[src/rtl/rtr_pkg.sv]
// Package: shared definitions for the descriptor retire tracker.
// Assumes ring indices fit in a plain unsigned vector of the width the user derives.
package rtr_pkg;

    // Completion status as driven on cpl_aborted.
    typedef enum logic {
        CPL_OK    = 1'b0,
        CPL_ABORT = 1'b1
    } cpl_status_e;

endpackage

[src/rtl/rtr_req_queue.sv]
// Module: rtr_req_queue
// Small first-in first-out store of outstanding requests. The front entry is
// always visible. Assumes the caller never pops when empty and never pushes
// when full unless it pops in the same clock.
module rtr_req_queue #(
    parameter int ENT_W = 12,
    parameter int SLOTS = 4,
    localparam int PTR_W = (SLOTS > 1) ? $clog2(SLOTS) : 1,
    localparam int QCNT_W = $clog2(SLOTS + 1)
) (
    input  logic              clk,
    input  logic              rst_n,
    input  logic              push_i,
    input  logic              pop_i,
    input  logic [ENT_W-1:0]  data_i,
    output logic [ENT_W-1:0]  front_o,
    output logic [QCNT_W-1:0] count_o,
    output logic              full_o,
    output logic              empty_o
);

    logic [ENT_W-1:0] slot_q [SLOTS];
    logic [PTR_W-1:0] wr_q, rd_q;
    logic [QCNT_W-1:0] cnt_q;

    function automatic logic [PTR_W-1:0] ptr_inc(input logic [PTR_W-1:0] p);
        return (p == PTR_W'(SLOTS - 1)) ? '0 : p + 1'b1;
    endfunction

    assign front_o = slot_q[rd_q];
    assign count_o = cnt_q;
    assign full_o  = (cnt_q == QCNT_W'(SLOTS));
    assign empty_o = (cnt_q == '0);

    // Store a pushed entry at the write pointer.
    always_ff @(posedge clk) begin
        if (push_i) begin
            slot_q[wr_q] <= data_i;
        end
    end

    // Move the pointers and the occupancy count.
    always_ff @(posedge clk) begin
        if (!rst_n) begin
            wr_q  <= '0;
            rd_q  <= '0;
            cnt_q <= '0;
        end else begin
            if (push_i) wr_q <= ptr_inc(wr_q);
            if (pop_i)  rd_q <= ptr_inc(rd_q);
            case ({push_i, pop_i})
                2'b10:   cnt_q <= cnt_q + 1'b1;
                2'b01:   cnt_q <= cnt_q - 1'b1;
                default: cnt_q <= cnt_q;
            endcase
        end
    end

    AST_NO_OVERFLOW: assert property (@(posedge clk) disable iff (!rst_n)
        push_i |-> (!full_o || pop_i));
    AST_POP_NONEMPTY: assert property (@(posedge clk) disable iff (!rst_n)
        pop_i |-> !empty_o);

endmodule

[src/rtl/rtr_head_walker.sv]
// Module: rtr_head_walker
// Owns the software head and the removed-descriptor count. One descriptor
// retires per enabled clock, wrapping at the ring depth. A clear zeroes the
// head and loads the removed count from the resync value; the caller keeps
// step_i low in a clear clock.
module rtr_head_walker #(
    parameter int RING_DEPTH = 16,
    parameter int CNT_W = 16,
    localparam int IDX_W = $clog2(RING_DEPTH)
) (
    input  logic             clk,
    input  logic             rst_n,
    input  logic             clr_i,
    input  logic [CNT_W-1:0] resync_i,
    input  logic             step_i,
    output logic [IDX_W-1:0] head_o,
    output logic [IDX_W-1:0] head_next_o,
    output logic [CNT_W-1:0] removed_o,
    output logic             progress_o
);

    localparam logic [IDX_W-1:0] LAST_IDX = IDX_W'(RING_DEPTH - 1);

    logic [IDX_W-1:0] head_q;
    logic [CNT_W-1:0] removed_q;
    logic             prog_q;

    // Index the head would take after one retire.
    always_comb begin
        head_next_o = (head_q == LAST_IDX) ? '0 : head_q + 1'b1;
    end

    // Advance or clear the head and removed count; flag progress.
    always_ff @(posedge clk) begin
        if (!rst_n) begin
            head_q    <= '0;
            removed_q <= '0;
            prog_q    <= 1'b0;
        end else if (clr_i) begin
            head_q    <= '0;
            removed_q <= resync_i;
            prog_q    <= 1'b0;
        end else begin
            prog_q <= step_i;
            if (step_i) begin
                head_q    <= head_next_o;
                removed_q <= removed_q + 1'b1;
            end
        end
    end

    assign head_o     = head_q;
    assign removed_o  = removed_q;
    assign progress_o = prog_q;

    AST_HEAD_BY_ONE: assert property (@(posedge clk) disable iff (!rst_n)
        (!clr_i && step_i) |=> head_q == (($past(head_q) == LAST_IDX) ? '0 : IDX_W'($past(head_q) + 1'b1)));
    AST_HEAD_HOLD: assert property (@(posedge clk) disable iff (!rst_n)
        (!clr_i && !step_i) |=> $stable(head_q));

endmodule

[src/rtl/rtr_ring_acct.sv]
// Module: rtr_ring_acct
// Submit-side bookkeeping: tail index, wrap generation, added count and the
// free-slot figure. Assumes a submit never adds more descriptors than free.
module rtr_ring_acct #(
    parameter int RING_DEPTH = 16,
    parameter int CNT_W = 16,
    parameter int GEN_W = 2,
    localparam int IDX_W = $clog2(RING_DEPTH),
    localparam int FREE_W = IDX_W + 1
) (
    input  logic              clk,
    input  logic              rst_n,
    input  logic              clr_i,
    input  logic              adv_i,
    input  logic [IDX_W-1:0]  ndesc_i,
    input  logic [CNT_W-1:0]  removed_i,
    output logic [IDX_W-1:0]  tail_o,
    output logic [GEN_W-1:0]  gen_o,
    output logic [CNT_W-1:0]  added_o,
    output logic [FREE_W-1:0] free_o
);

    logic [IDX_W-1:0] tail_q;
    logic [GEN_W-1:0] gen_q;
    logic [CNT_W-1:0] added_q;
    logic [IDX_W:0]   tail_sum;
    logic             tail_wraps;
    logic [CNT_W-1:0] inflight;

    // Raw tail sum and wrap detection.
    always_comb begin
        tail_sum   = {1'b0, tail_q} + {1'b0, ndesc_i};
        tail_wraps = (tail_sum >= (IDX_W + 1)'(RING_DEPTH));
    end

    // Update the tail, generation and added count.
    always_ff @(posedge clk) begin
        if (!rst_n) begin
            tail_q  <= '0;
            gen_q   <= '0;
            added_q <= '0;
        end else if (clr_i) begin
            tail_q <= '0;
            gen_q  <= '0;
        end else if (adv_i) begin
            tail_q  <= tail_wraps ? IDX_W'(tail_sum - (IDX_W + 1)'(RING_DEPTH)) : IDX_W'(tail_sum);
            gen_q   <= gen_q + GEN_W'(tail_wraps);
            added_q <= added_q + CNT_W'(ndesc_i);
        end
    end

    // Free entries: one slot is kept empty to tell full from empty.
    always_comb begin
        inflight = added_q - removed_i;
        free_o   = FREE_W'(CNT_W'(RING_DEPTH - 1) - inflight);
    end

    assign tail_o  = tail_q;
    assign gen_o   = gen_q;
    assign added_o = added_q;

    AST_FREE_BOUND: assert property (@(posedge clk) disable iff (!rst_n)
        inflight <= CNT_W'(RING_DEPTH - 1));

endmodule

[src/rtl/dma_retire_tracker.sv]
// Module: dma_retire_tracker
// Retires ring descriptors one per clock toward the engine's head index and
// reports in-order completion of queued requests. A flush, or a submit while
// the engine is stopped, starts an abort drain that empties the queue one
// entry per clock. Assumes sub_end equals the tail after the submit and that
// hw_head never runs past the tail.
module dma_retire_tracker #(
    parameter int RING_DEPTH = 16,
    parameter int TAG_W = 4,
    parameter int REQ_SLOTS = 4,
    parameter int CNT_W = 16,
    parameter int GEN_W = 2,
    localparam int IDX_W = $clog2(RING_DEPTH)
) (
    input  logic             clk,
    input  logic             rst_n,
    input  logic             eng_running,
    input  logic             sub_valid,
    input  logic [IDX_W-1:0] sub_start,
    input  logic [IDX_W-1:0] sub_end,
    input  logic [TAG_W-1:0] sub_tag,
    input  logic [IDX_W-1:0] sub_ndesc,
    input  logic [IDX_W-1:0] hw_head,
    input  logic             flush,
    output logic [IDX_W-1:0] sw_head,
    output logic [IDX_W-1:0] tail_idx,
    output logic [GEN_W-1:0] gen,
    output logic [CNT_W-1:0] added_cnt,
    output logic [CNT_W-1:0] removed_cnt,
    output logic [IDX_W:0]   free_slots,
    output logic             req_full,
    output logic             progress,
    output logic             cpl_valid,
    output logic             cpl_aborted,
    output logic [TAG_W-1:0] cpl_tag,
    output logic [IDX_W-1:0] cpl_start,
    output logic [IDX_W-1:0] cpl_end
);

    import rtr_pkg::*;

    localparam int ENT_W  = 2 * IDX_W + TAG_W;
    localparam int QCNT_W = $clog2(REQ_SLOTS + 1);

    logic [ENT_W-1:0]  push_ent, front_ent;
    logic [QCNT_W-1:0] q_count;
    logic              q_full, q_empty;
    logic              accept, push, pop, drain_pop, retire_pop, step;
    logic              drain_q;
    logic [IDX_W-1:0]  head_now, head_next, front_end;
    logic [CNT_W-1:0]  added_now, removed_now;

    logic              cpl_v_q;
    cpl_status_e       cpl_st_q;
    logic [ENT_W-1:0]  cpl_ent_q;

    assign front_end = front_ent[TAG_W +: IDX_W];

    // Admission, retire and pop decisions for this clock.
    always_comb begin
        accept     = sub_valid && !flush && (!q_full || retire_pop || drain_pop);
        push       = accept;
        push_ent   = eng_running ? {sub_start, sub_end, sub_tag} : {{(2 * IDX_W){1'b0}}, sub_tag};
        step       = !flush && !drain_q && (head_now != hw_head);
        retire_pop = step && !q_empty && (front_end == head_next);
        drain_pop  = drain_q && !flush && !q_empty;
        pop        = retire_pop || drain_pop;
    end

    rtr_req_queue #(.ENT_W(ENT_W), .SLOTS(REQ_SLOTS)) u_queue (
        .clk     (clk),
        .rst_n   (rst_n),
        .push_i  (push),
        .pop_i   (pop),
        .data_i  (push_ent),
        .front_o (front_ent),
        .count_o (q_count),
        .full_o  (q_full),
        .empty_o (q_empty)
    );

    rtr_head_walker #(.RING_DEPTH(RING_DEPTH), .CNT_W(CNT_W)) u_walker (
        .clk         (clk),
        .rst_n       (rst_n),
        .clr_i       (flush),
        .resync_i    (added_now),
        .step_i      (step),
        .head_o      (head_now),
        .head_next_o (head_next),
        .removed_o   (removed_now),
        .progress_o  (progress)
    );

    rtr_ring_acct #(.RING_DEPTH(RING_DEPTH), .CNT_W(CNT_W), .GEN_W(GEN_W)) u_acct (
        .clk       (clk),
        .rst_n     (rst_n),
        .clr_i     (flush),
        .adv_i     (accept && eng_running),
        .ndesc_i   (sub_ndesc),
        .removed_i (removed_now),
        .tail_o    (tail_idx),
        .gen_o     (gen),
        .added_o   (added_now),
        .free_o    (free_slots)
    );

    // Abort-drain mode: entered by flush or a stopped-engine submit, left once empty.
    always_ff @(posedge clk) begin
        if (!rst_n) begin
            drain_q <= 1'b0;
        end else if (flush || (accept && !eng_running)) begin
            drain_q <= 1'b1;
        end else if (drain_q && (q_count == '0) && !push) begin
            drain_q <= 1'b0;
        end
    end

    // Register the completion strobe with the popped entry and status.
    always_ff @(posedge clk) begin
        if (!rst_n) begin
            cpl_v_q   <= 1'b0;
            cpl_st_q  <= CPL_OK;
            cpl_ent_q <= '0;
        end else begin
            cpl_v_q <= pop;
            if (pop) begin
                cpl_st_q  <= drain_pop ? CPL_ABORT : CPL_OK;
                cpl_ent_q <= front_ent;
            end
        end
    end

    assign sw_head     = head_now;
    assign added_cnt   = added_now;
    assign removed_cnt = removed_now;
    assign req_full    = q_full;
    assign cpl_valid   = cpl_v_q;
    assign cpl_aborted = (cpl_st_q == CPL_ABORT);
    assign cpl_tag     = cpl_ent_q[0 +: TAG_W];
    assign cpl_end     = cpl_ent_q[TAG_W +: IDX_W];
    assign cpl_start   = cpl_ent_q[TAG_W + IDX_W +: IDX_W];

    AST_OK_ON_RETIRE: assert property (@(posedge clk) disable iff (!rst_n)
        (cpl_valid && !cpl_aborted) |-> progress);
    AST_REMOVED_MONO: assert property (@(posedge clk) disable iff (!rst_n)
        CNT_W'(removed_cnt - $past(removed_cnt)) <= CNT_W'(RING_DEPTH - 1));
    AST_FLUSH_RESYNC: assert property (@(posedge clk) disable iff (!rst_n)
        flush |=> (removed_cnt == added_cnt && sw_head == '0 && tail_idx == '0));
    AST_DRAIN_HOLD: assert property (@(posedge clk) disable iff (!rst_n)
        (drain_q && !flush) |=> $stable(sw_head));

endmodule

[config.mk]
export PLATFORM = sky130hd
export DESIGN_NAME = dma_retire_tracker
export DESIGN_NICKNAME = d
export VERILOG_FILES = /design/src/rtl/rtr_pkg.sv /design/src/rtl/rtr_req_queue.sv /design/src/rtl/rtr_head_walker.sv /design/src/rtl/rtr_ring_acct.sv /design/src/rtl/dma_retire_tracker.sv
export SDC_FILE = /design/constraint.sdc
export NUM_CORES = 1
export LEC_CHECK = 0
export BUFFER_PORTS_ARGS = -buffer_cell sky130_fd_sc_hd__clkbuf_2
export CORE_MARGIN = 1
export CORE_UTILIZATION = 30
export DETAILED_ROUTE_END_ITERATION = 7
export PLACE_DENSITY = 0.48
export SLEW_MARGIN = 20
export SYNTH_ARGS = -nofsm -noshare
export SYNTH_HDL_FRONTEND = slang
export SYNTH_SLANG_ARGS = --single-unit
[constraint.sdc]
create_clock -name clk -period 3.57 [get_ports clk]
set_input_delay 0.714 -clock clk [delete_from_list [all_inputs] [get_ports clk]]
set_output_delay 0.714 -clock clk [all_outputs]
set_load 0.1 [all_outputs]
==> reports/results.md <==
| Quantity | This run |
| --- | --- |
| Worst hold stages | 2 |
| Average vias per placed instance | 4.971 |
| Clock-pin transition on the worst setup and hold timing paths | 0.06 ns |
| Setup repair after global routing missed its margin | false |
| Min-Delay Startpoint | cpl_ent_q[11] |
| Number of placed I/O pins | 88 |
| Part of the power in the clock network | 44.9% |
| Worst max-slew margin expressed relative to the limit | 39.57% |
| Gpl congestion | 0.7983 |
| Power density relative to cell area | 516.1 nW/um^2 |
| Per-cell routed wire length | 16.17 um |
| Rows | 49 |
| Proportion of power drawn by flip-flops and latches | 40.5% |
| FF+latch count, synth | 115 |
| Path class of the lowest-slack min-delay path | register to register |
| Worst setup slack before clock tree synthesis | 0.2812 ns |
| Area added between synthesis and finish | 24.27% |
| DRC | 0 |
| Initial DRC Count | 184 |
| Util after Layout | 38.06% |
| Synthesized instance count | 503 |
| Setup slack of the most critical reg-to-reg path | 0.27 ns |
| Final worst path period need | 3.387 ns |
| Leakage | 0.002658 uW |
| Vias in the first global route | 4,056 |
| Final-layout fill cell count | 1,763 |
| Combined area of all synthesized cells | 5502 um^2 |
| Chip Height | 137.4 um |
| Initial antenna violation count | 0 |
| Maximum buffer depth of the clock tree | 2 |
| Pint | 2457 uW |
| Peak supply drop | 0.0003725 V |
| Placed instance count | 809 |
| Commonest cells after routing, fill and taps aside | sky130_fd_sc_hd__clkbuf_2, sky130_fd_sc_hd__dfxtp_1, sky130_fd_sc_hd__a21oi_1, sky130_fd_sc_hd__edfxtp_1, sky130_fd_sc_hd__nand3_1 |
| Number of hold buffers added after CTS | 0 |
| Sw Ratio | 30.35% |
| Most used routing layer | met2 |
| Least-Margin Pin Slew | 0.9055 ns |
| Final Power | 3528 uW |
| R2r endpoint | u_queue.count_o[2] |
| Sequential area share after synthesis | 50.58% |
| CTS H-tree depth | 4 |
| Maximum Capacitance Violations | 0 |
| Worst setup SP type | register |
| Data arrival time at the worst-slack endpoint | 2.67 ns |
| Destination of the worst hold path | cpl_ent_q[11] |
| Number of failing hold endpoints at the final stage | 0 |
| Latest clock arrival within the worst-skew pair | 0.42 ns |
| Sum of negative setup slack | 0 ns |
| Worst-path maximum fanout | 4 |
| Total CTS buffers | 17 |
| Total length of routed wires | 13,600 um |
| Global-route met2 utilization | 24.82% |
| Net Count, Synth | 556 |
| Overall routing resource usage | 15.36% |
| Diode insertion count for antenna repair | 0 |
| Library cell used as clock root buffer | sky130_fd_sc_hd__clkbuf_16 |
| Period Utilization, post-route | 94.87% |
| Post-CTS setup repair buffer count | 0 |
| Switching power | 1071 uW |
| Final max-slew violation count | 0 |
| Antenna violation net count after detailed routing | 0 |
| Wire length of the first global-routing pass | 21,640 um |
| Synth warnings | 0 |
| Net count of the finished layout | 652 |
| Relative contribution of combinational cells to total power | 14.6% |
| Number of detailed-route iterations in the first pass | 4 |
| Grt met1 use | 20.01% |
| Element type at the critical path end | output port |
| Number of vias after detailed routing | 4,181 |
| Remaining global-route overflow | 0 |
| Status | finished, final reports clean |
| Worst Reg2Reg Path Length in Cells | 12 |
| Final cell count without fillers | 841 |
| Pin count of the biggest net entering global routing | 37 |
| Worst Path Class, Setup | register to output port |
| Met3 usage | 3.716% |
| Clock Skews | 0.009121 ns |
| Distinct cell type count of the synthesized netlist | 45 |
| CTS-repair resized insts | 0 |
| Die ar. | 18,880 um^2 |
| Endpoint required time on the critical path | 2.86 ns |
| Effective utilization at floorplan | 30.63% |
| Width of the die | 137.4 um |
| Final HPWL from detailed placement | 9410 um |
| Number of sinks driven by the clock tree | 115 |
| Maximum clock frequency | 0.2953 GHz |
| Most frequent standard cell in the layout excluding fill and tap cells | sky130_fd_sc_hd__clkbuf_2 |
| Final setup violation count | 0 |
| Core Box Area | 17,960 um^2 |
| CTS tree | yes |
| Post-layout worst setup margin | 0.1833 ns |
| Average instance area after synthesis | 10.94 um^2 |
| Count of buffers inserted at the top-level ports | 87 |
| Ratio of cells with drive above 1 in the final layout | 25.65% |
[per-layer routing]
metal | part of all wire (%) | routed length [um] | vias up
met4 | 1.1 | 154 | 0
met3 | 4.5 | 609 | 12
li1 | - | - | 2053
met5 | 0 | 0 | -
met2 | 46 | 6303 | 96
met1 | 48 | 6528 | 2020
[cell usage after synthesis (all sizes together)]
cell | count | area [um^2]
nand3 | 32 | 160.2
o211a | 4 | 40.04
nand4 | 6 | 37.54
dfxtp | 67 | 1341
xor2 | 16 | 147.7
a21o | 4 | 30.03
a41o | 1 | 10.01
a21bo | 1 | 10.01
a31oi | 1 | 6.260
buf | 7 | 43.79
a41oi | 1 | 8.760
a211oi | 6 | 45.04
or3 | 3 | 18.77
ha | 24 | 300.3
mux2i | 9 | 90.09
xnor2 | 19 | 166.4
or4 | 13 | 97.59
mux4 | 12 | 285.3
edfxtp | 48 | 1441
a22oi | 1 | 7.510
inv | 20 | 75.07
nor4 | 8 | 65.06
or2 | 1 | 6.260
nor2b | 4 | 25.02
fa | 4 | 80.08
nor2 | 26 | 97.59
and4 | 2 | 17.52
nand2b | 10 | 62.56
nor3 | 2 | 10.01
o21ai | 28 | 140.1
and2 | 11 | 68.82
a21boi | 2 | 18.77
a311oi | 2 | 17.52
clkbuf | 21 | 78.83
o31ai | 11 | 82.58
a21oi | 48 | 240.2
o22ai | 1 | 6.260
nand2 | 19 | 71.32
and3 | 8 | 50.05
[critical path: stages, from the launching register on]
cell and delay [ns]:
sky130_fd_sc_hd__dfxtp_1 0.40, sky130_fd_sc_hd__inv_1 0.08, sky130_fd_sc_hd__ha_1 0.34, sky130_fd_sc_hd__ha_1 0.31
sky130_fd_sc_hd__a21o_1 0.16, sky130_fd_sc_hd__a21oi_1 0.36, sky130_fd_sc_hd__xnor2_4 0.15, sky130_fd_sc_hd__clkbuf_2 0.47
[registers in the layout, indices dropped and copies added (netlist names), named ones only]
signal / count
u_walker.progress_o: 1
cpl_valid: 1
u_acct.tail_o: 4
u_acct.gen_o: 2
cpl_aborted: 1
u_walker.removed_o: 16
u_queue.count_o: 3
u_queue.wr_q: 2
u_queue.rd_q: 2
cpl_ent_q: 12
u_walker.head_o: 4
u_queue.slot_q: 48
drain_q: 1
u_acct.added_o: 16
[layout make-up]
class / count / area, um^2 / area share, %
clock inverter: 14 / 116.4 / 1.702
sequential: 115 / 2788 / 40.78
timing repair buffer: 105 / 570.5 / 8.346
multi-input combinational: 340 / 2561 / 37.46
clock buffer: 18 / 439.2 / 6.424
tap: 229 / 286.5 / 4.191
inverter: 20 / 75.07 / 1.098
[metrics by stage]
| step | hold WS, ns | cell area (um^2) |
|---|---|---|
| 2_1_floorplan | 0.4673 | 5547 |
| 5_1_grt | 0.5130 | 6837 |
| 4_1_cts | 0.4796 | 6837 |
| 6_report | 0.4740 | 6837 |
| 3_3_place_gp | 0.4692 | 6281 |
| 3_5_place_dp | 0.4711 | 6281 |
[kinds of logic after synthesis]
kind of cell    Yosys count  share of synthesized area (%)
compound gates          111                          12.05
xor+xnor                 35                          5.709
fa+ha+maj                28                          6.914
buf+inv                  48                          3.593
flops                   115                          50.58
mux                      21                          6.823
simple gates            145                          14.33
[how the worst max path moves through the flow]
| stage | end | cells after the start | slack (ns) | start |
|---|---|---|---|---|
| after floorplan | u_queue.count_o[2] | 13 | 0.14 | u_walker.head_o[0] |
| after global placement | u_queue.count_o[2] | 12 | 0.41 | hw_head[3] |
| after detailed placement | u_queue.count_o[2] | 12 | 0.28 | hw_head[3] |
| after CTS | free_slots[4] | 7 | 0.14 | u_acct.added_o[2] |
| after global routing | free_slots[4] | 7 | 0.06 | u_acct.added_o[2] |
| final | free_slots[4] | 7 | 0.18 | u_acct.added_o[2] |
[power by group through the flow]
stage,combinational (uW),clock [uW],sequential [uW]
6_report,516,1580,1430
4_1_cts,520,1620,1430
3_3_place_gp,515,0,1460
3_5_place_dp,519,0,1460
5_1_grt,553,1680,1430
2_1_floorplan,304,0,1560
Power figures use the tool's default switching activity.
